**config.mk**
```make
export PLATFORM = sky130hd
export DESIGN_NAME = q2q_mover
export DESIGN_NICKNAME = d
export VERILOG_FILES = /design/src/rtl/q2q_pkg.sv /design/src/rtl/q2q_flow_sel.sv /design/src/rtl/q2q_len_clip.sv /design/src/rtl/q2q_retry_timer.sv /design/src/rtl/q2q_mover.sv
export SDC_FILE = /design/constraint.sdc
export NUM_CORES = 1
export LEC_CHECK = 0
export BUFFER_PORTS_ARGS = -buffer_cell sky130_fd_sc_hd__buf_2
export CAP_MARGIN = 20
export CORE_UTILIZATION = 61
export CTS_CLUSTER_SIZE = 28
export DETAILED_ROUTE_END_ITERATION = 8
export PLACE_DENSITY = 0.93
export SYNTH_ARGS = -nofsm -noshare
export SYNTH_HDL_FRONTEND = slang
export SYNTH_SLANG_ARGS = --single-unit
```
**constraint.sdc**
```tcl
create_clock -name clk -period 11.27 [get_ports clk]
set_input_delay 2.254 -clock clk [delete_from_list [all_inputs] [get_ports clk]]
set_output_delay 2.254 -clock clk [all_outputs]
set_load 0.05 [all_outputs]
```
**src/rtl/q2q_pkg.sv**
```systemverilog
// Shared encodings for the queue-to-queue packet mover.
// Assumes 32-bit words and 32-bit descriptor pointers.
package q2q_pkg;
    localparam int DW = 32;
    localparam int HINT_BITS = 4;
    localparam int LEN_W = 16;
    localparam int FLOW_LSB = 16;
    localparam int TRUNC_BIT = 31;

    // Byte offsets of descriptor words.
    localparam logic [DW-1:0] OFS_INFO = 32'd0;
    localparam logic [DW-1:0] OFS_BUF  = 32'd4;
    localparam logic [DW-1:0] OFS_CAP  = 32'd8;
    localparam logic [DW-1:0] OFS_RETQ = 32'd12;

    typedef enum logic [1:0] {
        QOP_COUNT = 2'd0,
        QOP_POP   = 2'd1,
        QOP_PUSH  = 2'd2
    } qop_e;

    typedef enum logic [3:0] {
        S_IDLE, S_POP_TX, S_RD_TXI, S_RD_TXB, S_RD_TXR, S_POP_FREE, S_WAIT,
        S_RD_RXB, S_RD_RXC, S_COPY_RD, S_COPY_WR, S_WR_RXI, S_RET_TX, S_PUSH_RX
    } st_e;
endpackage

```
**src/rtl/q2q_flow_sel.sv**
```systemverilog
// Selects one receive flow's settings from the flattened per-flow vectors.
// Assumes NF >= 2 and a flow id that is always below NF.
module q2q_flow_sel #(
    parameter int NF = 4,
    parameter int QW = 6,
    localparam int FW = $clog2(NF)
) (
    input  logic [FW-1:0]    flow_id,
    input  logic [NF*QW-1:0] cfg_free_q,
    input  logic [NF*QW-1:0] cfg_dest_q,
    input  logic [NF-1:0]    cfg_hold,
    output logic [QW-1:0]    free_q,
    output logic [QW-1:0]    dest_q,
    output logic             hold
);
    logic [QW-1:0] free_arr [NF];
    logic [QW-1:0] dest_arr [NF];

    // Unpack the per-flow fields into arrays.
    for (genvar g = 0; g < NF; g++) begin : g_unpack
        assign free_arr[g] = cfg_free_q[g*QW +: QW];
        assign dest_arr[g] = cfg_dest_q[g*QW +: QW];
    end

    // Pick the active flow.
    always_comb begin
        free_q = free_arr[flow_id];
        dest_q = dest_arr[flow_id];
        hold   = cfg_hold[flow_id];
    end
endmodule

```
**src/rtl/q2q_len_clip.sv**
```systemverilog
// Clips the requested copy length to the receive buffer capacity and flags truncation.
// Purely combinational; the clock and reset only time its assertion.
module q2q_len_clip #(
    parameter int LW = 16
) (
    input  logic          clk,
    input  logic          rst_n,
    input  logic [LW-1:0] want,
    input  logic [LW-1:0] room,
    output logic [LW-1:0] n,
    output logic          trunc
);
    // Take the smaller of the two lengths.
    always_comb begin
        trunc = (want > room);
        n     = trunc ? room : want;
    end

    // the clipped count never exceeds either input, and it equals the request when there is no truncation.
    p_clip_bound_r5: assert property (@(posedge clk) disable iff (!rst_n)
        (n <= room) && (n <= want) && (trunc || (n == want)));
endmodule

```
**src/rtl/q2q_retry_timer.sv**
```systemverilog
// Counts a programmable delay after a start pulse and then raises expired for one cycle.
// Assumes start is not pulsed again while a count is running.
module q2q_retry_timer #(
    parameter int TW = 16
) (
    input  logic          clk,
    input  logic          rst_n,
    input  logic          start,
    input  logic [TW-1:0] limit,
    output logic          expired
);
    logic [TW-1:0] cnt;
    logic          run;

    // Load on start, count down while running, stop at zero.
    always_ff @(posedge clk) begin
        if (!rst_n) begin
            cnt <= '0;
            run <= 1'b0;
        end else if (start) begin
            cnt <= limit;
            run <= 1'b1;
        end else if (run && cnt != '0) begin
            cnt <= cnt - 1'b1;
        end else if (run) begin
            run <= 1'b0;
        end
    end

    assign expired = run && (cnt == '0);

    // a nonzero limit never expires in the cycle after start.
    p_no_early_expiry_r9: assert property (@(posedge clk) disable iff (!rst_n)
        (start && limit != '0) |=> !expired);
    // expiry lasts a single cycle.
    p_single_expiry_r9: assert property (@(posedge clk) disable iff (!rst_n)
        (expired && !start) |=> !expired);
endmodule

```
**src/rtl/q2q_mover.sv**
```systemverilog
// Queue-to-queue packet mover: pops a transmit descriptor, takes a free receive
// descriptor for the flow named by it, copies the payload, returns and delivers.
// Assumes a queue port that answers pops with 0 when empty, a memory port
// that may stall, and flow settings that stay stable during a transfer.
module q2q_mover
    import q2q_pkg::*;
#(
    parameter int NF = 4,
    parameter int QW = 6,
    parameter int TW = 16,
    localparam int FW = $clog2(NF)
) (
    input  logic             clk,
    input  logic             rst_n,
    input  logic [QW-1:0]    tx_qnum,
    input  logic [NF*QW-1:0] cfg_free_q,
    input  logic [NF*QW-1:0] cfg_dest_q,
    input  logic [NF-1:0]    cfg_hold,
    input  logic [TW-1:0]    cfg_timeout,
    output logic             qm_req,
    output logic [1:0]       qm_op,
    output logic [QW-1:0]    qm_qnum,
    output logic [31:0]      qm_wdata,
    input  logic             qm_ack,
    input  logic [31:0]      qm_rdata,
    output logic             mem_req,
    output logic             mem_we,
    output logic [31:0]      mem_addr,
    output logic [31:0]      mem_wdata,
    input  logic             mem_ack,
    input  logic [31:0]      mem_rdata,
    output logic             busy,
    output logic [15:0]      starve_cnt
);
    st_e              state;
    logic [DW-1:0]    txd_raw, rxd_raw, src_buf, dst_buf, data_r;
    logic [LEN_W-1:0] tx_len, copy_n, idx;
    logic [FW-1:0]    flow_id;
    logic [QW-1:0]    ret_q;
    logic             trunc_r;
    logic [QW-1:0]    free_q, dest_q;
    logic             hold;
    logic [LEN_W-1:0] clip_n;
    logic             clip_trunc;
    logic             tmr_start, tmr_expired;
    logic             free_empty;
    logic [DW-1:0]    txd_base, rxd_base;

    assign txd_base = {txd_raw[DW-1:HINT_BITS], {HINT_BITS{1'b0}}};
    assign rxd_base = {rxd_raw[DW-1:HINT_BITS], {HINT_BITS{1'b0}}};
    assign free_empty = (state == S_POP_FREE) && qm_ack && (qm_rdata == '0);
    assign tmr_start = free_empty && hold;

    q2q_flow_sel #(.NF(NF), .QW(QW)) u_flow (
        .flow_id(flow_id), .cfg_free_q(cfg_free_q), .cfg_dest_q(cfg_dest_q),
        .cfg_hold(cfg_hold), .free_q(free_q), .dest_q(dest_q), .hold(hold)
    );

    q2q_len_clip #(.LW(LEN_W)) u_clip (
        .clk(clk), .rst_n(rst_n), .want(tx_len), .room(mem_rdata[LEN_W-1:0]),
        .n(clip_n), .trunc(clip_trunc)
    );

    q2q_retry_timer #(.TW(TW)) u_timer (
        .clk(clk), .rst_n(rst_n), .start(tmr_start), .limit(cfg_timeout),
        .expired(tmr_expired)
    );

    // Queue port request for the current state.
    always_comb begin
        qm_req   = 1'b0;
        qm_op    = QOP_COUNT;
        qm_qnum  = tx_qnum;
        qm_wdata = '0;
        unique case (state)
            S_IDLE:     qm_req = 1'b1;
            S_POP_TX:   begin qm_req = 1'b1; qm_op = QOP_POP; end
            S_POP_FREE: begin qm_req = 1'b1; qm_op = QOP_POP; qm_qnum = free_q; end
            S_RET_TX:   begin qm_req = 1'b1; qm_op = QOP_PUSH; qm_qnum = ret_q; qm_wdata = txd_raw; end
            S_PUSH_RX:  begin qm_req = 1'b1; qm_op = QOP_PUSH; qm_qnum = dest_q; qm_wdata = rxd_raw; end
            default:    ;
        endcase
    end

    // Memory port request for the current state.
    always_comb begin
        mem_req   = 1'b1;
        mem_we    = 1'b0;
        mem_addr  = '0;
        mem_wdata = '0;
        unique case (state)
            S_RD_TXI:  mem_addr = txd_base + OFS_INFO;
            S_RD_TXB:  mem_addr = txd_base + OFS_BUF;
            S_RD_TXR:  mem_addr = txd_base + OFS_RETQ;
            S_RD_RXB:  mem_addr = rxd_base + OFS_BUF;
            S_RD_RXC:  mem_addr = rxd_base + OFS_CAP;
            S_COPY_RD: mem_addr = src_buf + (DW'(idx) << 2);
            S_COPY_WR: begin
                mem_we    = 1'b1;
                mem_addr  = dst_buf + (DW'(idx) << 2);
                mem_wdata = data_r;
            end
            S_WR_RXI: begin
                mem_we    = 1'b1;
                mem_addr  = rxd_base + OFS_INFO;
                mem_wdata = {trunc_r, {(DW-1-LEN_W){1'b0}}, copy_n};
            end
            default:   mem_req = 1'b0;
        endcase
    end

    assign busy = (state != S_IDLE) && (state != S_POP_TX);

    // Transfer sequencer: advances on each accepted request.
    always_ff @(posedge clk) begin
        if (!rst_n) begin
            state   <= S_IDLE;
            txd_raw <= '0;
            rxd_raw <= '0;
            src_buf <= '0;
            dst_buf <= '0;
            data_r  <= '0;
            tx_len  <= '0;
            copy_n  <= '0;
            idx     <= '0;
            flow_id <= '0;
            ret_q   <= '0;
            trunc_r <= 1'b0;
        end else begin
            unique case (state)
                S_IDLE:   if (qm_ack && qm_rdata != '0) state <= S_POP_TX;
                S_POP_TX: if (qm_ack) begin
                    txd_raw <= qm_rdata;
                    state   <= (qm_rdata == '0) ? S_IDLE : S_RD_TXI;
                end
                S_RD_TXI: if (mem_ack) begin
                    tx_len  <= mem_rdata[LEN_W-1:0];
                    flow_id <= mem_rdata[FLOW_LSB +: FW];
                    state   <= S_RD_TXB;
                end
                S_RD_TXB: if (mem_ack) begin
                    src_buf <= mem_rdata;
                    state   <= S_RD_TXR;
                end
                S_RD_TXR: if (mem_ack) begin
                    ret_q <= mem_rdata[QW-1:0];
                    state <= S_POP_FREE;
                end
                S_POP_FREE: if (qm_ack) begin
                    rxd_raw <= qm_rdata;
                    if (qm_rdata != '0) state <= S_RD_RXB;
                    else if (hold)      state <= S_WAIT;
                    else                state <= S_RET_TX;
                end
                S_WAIT:   if (tmr_expired) state <= S_POP_FREE;
                S_RD_RXB: if (mem_ack) begin
                    dst_buf <= mem_rdata;
                    state   <= S_RD_RXC;
                end
                S_RD_RXC: if (mem_ack) begin
                    copy_n  <= clip_n;
                    trunc_r <= clip_trunc;
                    idx     <= '0;
                    state   <= (clip_n == '0) ? S_WR_RXI : S_COPY_RD;
                end
                S_COPY_RD: if (mem_ack) begin
                    data_r <= mem_rdata;
                    state  <= S_COPY_WR;
                end
                S_COPY_WR: if (mem_ack) begin
                    idx   <= idx + 1'b1;
                    state <= (idx + 1'b1 == copy_n) ? S_WR_RXI : S_COPY_RD;
                end
                S_WR_RXI: if (mem_ack) state <= S_RET_TX;
                S_RET_TX: if (qm_ack) state <= (rxd_raw == '0) ? S_IDLE : S_PUSH_RX;
                S_PUSH_RX: if (qm_ack) state <= S_IDLE;
                default:  state <= S_IDLE;
            endcase
        end
    end

    // Starvation event counter.
    always_ff @(posedge clk) begin
        if (!rst_n)          starve_cnt <= '0;
        else if (free_empty) starve_cnt <= starve_cnt + 1'b1;
    end

    // reset leaves the block idle with a cleared counter.
    p_reset_idle_r1: assert property (@(posedge clk)
        !rst_n |=> (!busy && starve_cnt == '0 && !mem_req));
    // a queue request stays stable until accepted.
    p_qm_stable_r6: assert property (@(posedge clk) disable iff (!rst_n)
        (qm_req && !qm_ack) |=> (qm_req && $stable(qm_op) && $stable(qm_qnum) && $stable(qm_wdata)));
    // every memory address is word aligned.
    p_word_addr_r7: assert property (@(posedge clk) disable iff (!rst_n)
        mem_req |-> (mem_addr[1:0] == 2'b00));
    // no transmit pop while a transfer is in flight.
    p_one_inflight_r11: assert property (@(posedge clk) disable iff (!rst_n)
        busy |-> !(qm_req && qm_op == QOP_POP && qm_qnum == tx_qnum));
    // an empty pop on a drop-mode flow is followed by a push and no memory use.
    p_drop_return_r8: assert property (@(posedge clk) disable iff (!rst_n)
        (free_empty && !hold) |=> (qm_req && qm_op == QOP_PUSH && !mem_req));
    // an empty pop on a hold-mode flow leaves the queue port quiet next cycle.
    p_hold_quiet_r9: assert property (@(posedge clk) disable iff (!rst_n)
        (free_empty && hold) |=> !qm_req);
    // the starvation counter only ever steps by one.
    p_starve_step_r10: assert property (@(posedge clk) disable iff (!rst_n)
        (starve_cnt != $past(starve_cnt)) |-> (starve_cnt == $past(starve_cnt) + 16'd1));
endmodule

```
### After elaboration in Yosys (flattened, before gate mapping)

Cells that the tools add are included.

| word-level totals | value |
|---|---|
| register bits | 254 |
| input port bits | 142 |
| logic and storage cells | 135 |

| cells by class | value |
|---|---|
| $add $sub $neg | 9 |
| $lt $le $gt $ge | 3 |
| equality and inequality tests | 30 |
| mux-type cells | 45 |
| bitwise logic cells | 1 |
| reductions and logical operators | 32 |

Operator list:

| operator | number |
|---|---|
| $pmux W32 S8 | 1 |
| $pmux W32 S2 | 2 |
| $mux W16 | 5 |
| $mux W4 | 17 |
| $add A32 B18 Y32 | 2 |
| $add A32 B3 Y32 const B | 2 |
| $add A32 B4 Y32 const B | 2 |
| $logic_not A32 Y1 | 2 |
| $pmux W4 S14 | 1 |
| $add A16 B1 Y16 const B | 2 |
| $logic_not A16 Y1 | 2 |
| $pmux W16 S2 | 1 |
| $reduce_bool A32 Y1 | 1 |
| $ne A2 B2 Y1 const B | 15 |
| $bmux W6 S2 | 2 |
| $eq A4 B4 Y1 const B | 6 |
| $mux W6 | 4 |
| $pmux W6 S3 | 1 |
| $eq A16 B16 Y1 | 1 |
| $eq A4 B3 Y1 const B | 4 |
| $gt A16 B16 Y1 | 1 |
| $reduce_and A2 Y1 | 8 |
| $reduce_bool A16 Y1 | 1 |
| $sub A16 B1 Y16 const B | 1 |
| 19 further kinds | 36 |

### Depth between registers and ports, before layout

| logic depth | value |
|---|---|
| depth after elaboration | 6 |
| depth in mapped cells | 18 |

### By module

Synthesis repeated with hierarchy kept, for this count alone.

| unflattened totals | value |
|---|---|
| cells, all modules | 1980 |
| area total of the unflattened synthesis | 14929.3 um2 |

Modules (own cells, without submodules):

| module | instances | cells an instance | area each (um2) | seq. area each (um2) |
|---|---|---|---|---|
| q2q_mover | 1 | 1641 | 12286.8 | 4744.6 |
| q2q_len_clip | 1 | 188 | 1196.1 | 0.0 |
| q2q_retry_timer | 1 | 136 | 1126.1 | 340.3 |
| q2q_flow_sel | 1 | 15 | 320.3 | 0.0 |

### Worst setup path after synthesis

No wires, ideal clock.

| timing path | value |
|---|---|
| path kind | register to output |
| start | register state[1] |
| end | output mem_addr[30] |
| arrival | 4612 ps |
| path slack | 4404 ps |
| cell stages (with the launch flop) | 19 |
| cell sequence | dfxtp_1 -> nor2b_1 -> nor2b_1 -> buf_2 -> clkbuf_1 -> clkbuf_1 -> nand2_1 -> nand2_1 -> ha_1 -> inv_1 -> fa_1 -> nor2b_1 -> o31a_1 -> o211ai_1 -> o211ai_1 -> nand3_1 -> nor3_1 -> xor2_1 -> o21ai_0 |

| between the ends | value |
|---|---|
| longest elaborated chain between the ends | 2 |
| elaborated cells between the ends (all ways) | 9 |
| those cells by class | eq/ne (8); mux (1) |

Ends and longest elaborated chain:

| element | line | RTL |
|---|---|---|
| from (decl) | q2q_mover.sv:35 | `st_e state;` |
| from (signal assigned) | q2q_mover.sv:134 | `state <= (qm_rdata == '0) ? S_IDLE : S_RD_TXI;` |
| from (signal assigned) | q2q_mover.sv:164 | `state <= (clip_n == '0) ? S_WR_RXI : S_COPY_RD;` |
| from (signal assigned) | q2q_mover.sv:172 | `state <= (idx + 1'b1 == copy_n) ? S_WR_RXI : S_COPY_RD;` |
| $eq A4 B4 Y1 (tied with other cells) | q2q_mover.sv:91 | `unique case (state)` |
| $pmux W32 S8 * | q2q_mover.sv:91 |  |
| to (decl) | q2q_mover.sv:28 | `output logic [31:0] mem_addr,` |

Mark *: on every way between the ends. The rest lies on a longest branch, timed or not.

### Worst setup path after layout

| timing path | value |
|---|---|
| start | register state[1] |
| end | output mem_addr[28] |

The elaborated chain is that of the path after synthesis.

==> reports/results.tsv <==
stage	metric	value	unit
logic_synthesis	post-synth cell types	68	
sta	Final setup viols	0	
logic_synthesis	top-count cell post-synth	nand2_1	
layout	Area Growth Syn to Fin	16.9	%
sta	part of the cycle the worst path needs	71.6	%
clocking	TritonCTS Buffers	27	
run_status	status	finished clean	
floorplanning	area of the core	22900	µm²
power	switching share of total power	27.6	%
place	I/O Buffers	265	
place	global placement routability congestion	0.959	
power	Peak VDD IR	80.2	µV
global_route	pin count of the biggest net entering global routing	107	
logic_synthesis	mean post-synth cell area	7.99	µm²
detailed_routing	1st-pass router iterations	7	
sta	final worst path period need	8.07	ns
clocking	number of hold buffers added after cts	0	
floorplanning	row count	55	
logic_synthesis	Area contributors post-synth	dfxtp_1 (35%), nand2_1 (12%), a21boi_0 (9.5%)	
sta	max-slew violation count	0	
clocking	Post-CTS Setup Inserts	0	
logic_synthesis	Netlist Area Pre-Place	14400	µm²
logic_synthesis	number of synthesized flops with an enable pin	0	
layout	share of cells above drive strength 1	18.4	%
sta	worst slew pin tran	0.941	ns
layout	non-filler cells, final	2336	
place	Cells after DPL	2285	
detailed_routing	Final ANT Viol Nets	0	
sta	Final Hold Vio Count	0	
global_route	GRT Overall Usage	36.9	%
detailed_routing	via count	14800	
power	NetSw	0.000596	W
sta	worst rel slew slack	37.2	%
worst_setup_path	RR Endpoint	idx[14]	
worst_setup_path	reg-to-reg startpoint	state[1]	
sta	RSZ-0062 raised after global routing	no	
floorplanning	Die Span Y	156	µm
clocking	CTS tree	done	
floorplanning	die area	24200	µm²
power	combinational fraction of design power	13.3	%
logic_synthesis	Yosys Warn Count	0	
worst_hold_path	worst hold path type	reg -> reg	
detailed_routing	routed vias/inst	6.36	
logic_synthesis	Synth Flop Type	dfxtp_1	
worst_setup_path	critical path required time	9.02	ns
clocking	clock sink total	254	
detailed_routing	Initial DRC Count	1788	
power	total power	0.00216	W
floorplanning	die width	156	µm
sta	setup TNS	0	ns
clocking	clk slew on worst S/H paths	0.06	ns
logic_synthesis	Commonest cells post-synth	nand2_1 (474), dfxtp_1 (254), a21boi_0 (183)	
job	max-cap violations	0	
floorplanning	Initial Util	62.9	%
worst_setup_path	crit path launch type	flop	
global_route	vias in the first global route	14200	
worst_setup_path	critical path class	reg -> out	
worst_setup_path	crit path max fanout	65	
worst_setup_path	worst reg-to-reg path cell count	9	
floorplanning	Ports	266	
power	Flop pwr share	44.3	%
sta	Layout Skew	0.00966	ns
logic_synthesis	area leader, netlist	dfxtp_1	
detailed_routing	WL/cell	19.6	µm
worst_setup_path	worst reg2reg setup slack	7.49	ns
clocking	Clk Latency, worst-skew pair	0.53	ns
logic_synthesis	asr flop ratio synth	0	%
logic_synthesis	#FFs+latches synth	254	
logic_synthesis	synthesized net count	1981	
clocking	H-tree depth	1	
worst_setup_path	Worst setup EP type	primary output	
power	pwr/cell area	128	nW/µm²
clocking	maximum root-to-sink buffer count	3	
detailed_routing	# DRC	0	
global_route	first-pass GRT wire length	71.6	mm
layout	final net count	2180	
logic_synthesis	sequential area share after synthesis	35.3	%
worst_hold_path	WHS Path Cells	2	
power	internal power	0.00156	W
global_route	initial antenna violation count	1	
sta	Max Fclk	124	MHz
power	Pleak	6.94	nW
logic_synthesis	synthesized instance count	1803	
detailed_routing	final WL	45.8	mm
place	DP Wirelength	31.7	mm
power	Clock power frac	42.4	%
clocking	Root Driver	clkbuf_16	
worst_setup_path	Critical Path AT	5.82	ns
clocking	post-cts sizing count	0	
worst_hold_path	WHS Endpoint	data_r[23]	
logic_synthesis	Synth top area share	35.3	%
global_route	grt total ovfl	0	
worst_hold_path	hold_sp	data_r[23]	
-- placed cells by master, fill, tap and decap left out, types with 6 or more instances in the layout --
master,instances
a21o_1,11
a221o_1,10
clkinv_2,8
nor2_1,42
a21boi_0,183
nor2b_1,29
nand2b_1,13
nor3_1,28
buf_4,22
mux2i_1,13
a22oi_1,28
o211a_1,28
nand3_1,40
buf_2,264
a22o_1,59
xnor2_1,54
xor2_1,24
nor3b_1,6
mux4_2,13
nand2_1,474
dfxtp_1,254
a21oi_1,42
o21a_1,6
and2_1,34
o21ai_0,57
o211ai_1,23
o221ai_1,9
a211oi_1,7
nand4_1,23
inv_1,30
nor4_1,30
ha_1,35
and3_1,11
clkbuf_16,27
-- through the flow --
step	worst slack (ns)	hold WS (ns)	cell area, µm²	util [%]
3_3_place_gp	4.23	0.448	15900	69.3
5_1_grt	2.90	0.482	16800	73.5
2_1_floorplan	4.40	0.439	14400	-
4_1_cts	3.32	0.465	16800	73.4
6_report	3.20	0.462	16800	73.5
3_5_place_dp	3.95	0.456	15900	69.4
-- cells by family after synthesis --
family                   synth area share (%)
XOR/XNOR                                 4.74
adder cells (fa/ha/maj)                  3.25
multiplexers                             3.01
flip-flops                               35.3
AND/OR/NAND/NOR                          24.1
AO/OA/AOI/OAI                            25.6
buffers and inverters                    3.98
-- worst max-delay path, stage by stage (launching register included) --
cell,delay (ns)
dfxtp_1,0.76
nor2b_1,0.46
nor2b_4,0.22
buf_4,0.57
nand2_1,0.13
nand2_1,0.10
ha_1,0.20
inv_1,0.07
fa_1,0.42
nor2b_1,0.24
o31a_1,0.23
o211ai_1,0.16
o211ai_1,0.24
nand3_1,0.36
nor4b_2,0.53
xnor2_1,0.12
o221ai_1,0.16
buf_2,0.30
-- layer usage --
layer	vias up	GRT usage, %	part of all wire (%)
li1	6779	-	-
met1	6921	42.8	37
met2	941	63.0	47
met3	208	6.58	9.5
met4	0	23.6	6.3
met5	-	0	0
-- cell type report --
class / instances / area [µm²]
Multi-Input combinational cell: 1401 / 8800
Fill cell: 1707 / 6070
Sequential cell: 254 / 5080
Timing Repair Buffer: 288 / 1540
Clock buffer: 34 / 752
Tap cell: 313 / 392
Clock inverter: 15 / 163
Inverter: 30 / 113
Antenna cell: 1 / 2.50
-- worst max path at each step --
stage / startpoint / endpoint / slack (ns) / cells after the start
6_report: state[1] / mem_addr[28] / 3.20 / 17
5_1_grt: state[1] / mem_addr[28] / 2.90 / 17
4_1_cts: state[1] / mem_addr[28] / 3.32 / 17
3_5_place_dp: state[1] / mem_addr[28] / 3.95 / 17
3_3_place_gp: state[1] / mem_addr[22] / 4.23 / 17
2_1_floorplan: state[1] / mem_addr[30] / 4.40 / 18
-- power groups by stage --
stage | sequential, W | clock (W) | combinational [W]
2_1_floorplan | 0.000955 | 0 | 0.000194
3_3_place_gp | 0.000972 | 0 | 0.000272
3_5_place_dp | 0.000975 | 0 | 0.000277
4_1_cts | 0.000955 | 0.000919 | 0.000281
5_1_grt | 0.000959 | 0.000953 | 0.000306
6_report | 0.000956 | 0.000913 | 0.000287
-- sequential cells by signal, indices dropped and copies added, names as in the netlist --
signal / flops
copy_n: 16
data_r: 32
dst_buf: 32
flow_id: 2
idx: 16
ret_q: 6
rxd_raw: 32
src_buf: 32
starve_cnt: 16
state: 4
trunc_r: 1
tx_len: 16
txd_raw: 32
u_timer.cnt: 16
u_timer.run: 1
Power figures use the tool's default switching activity.
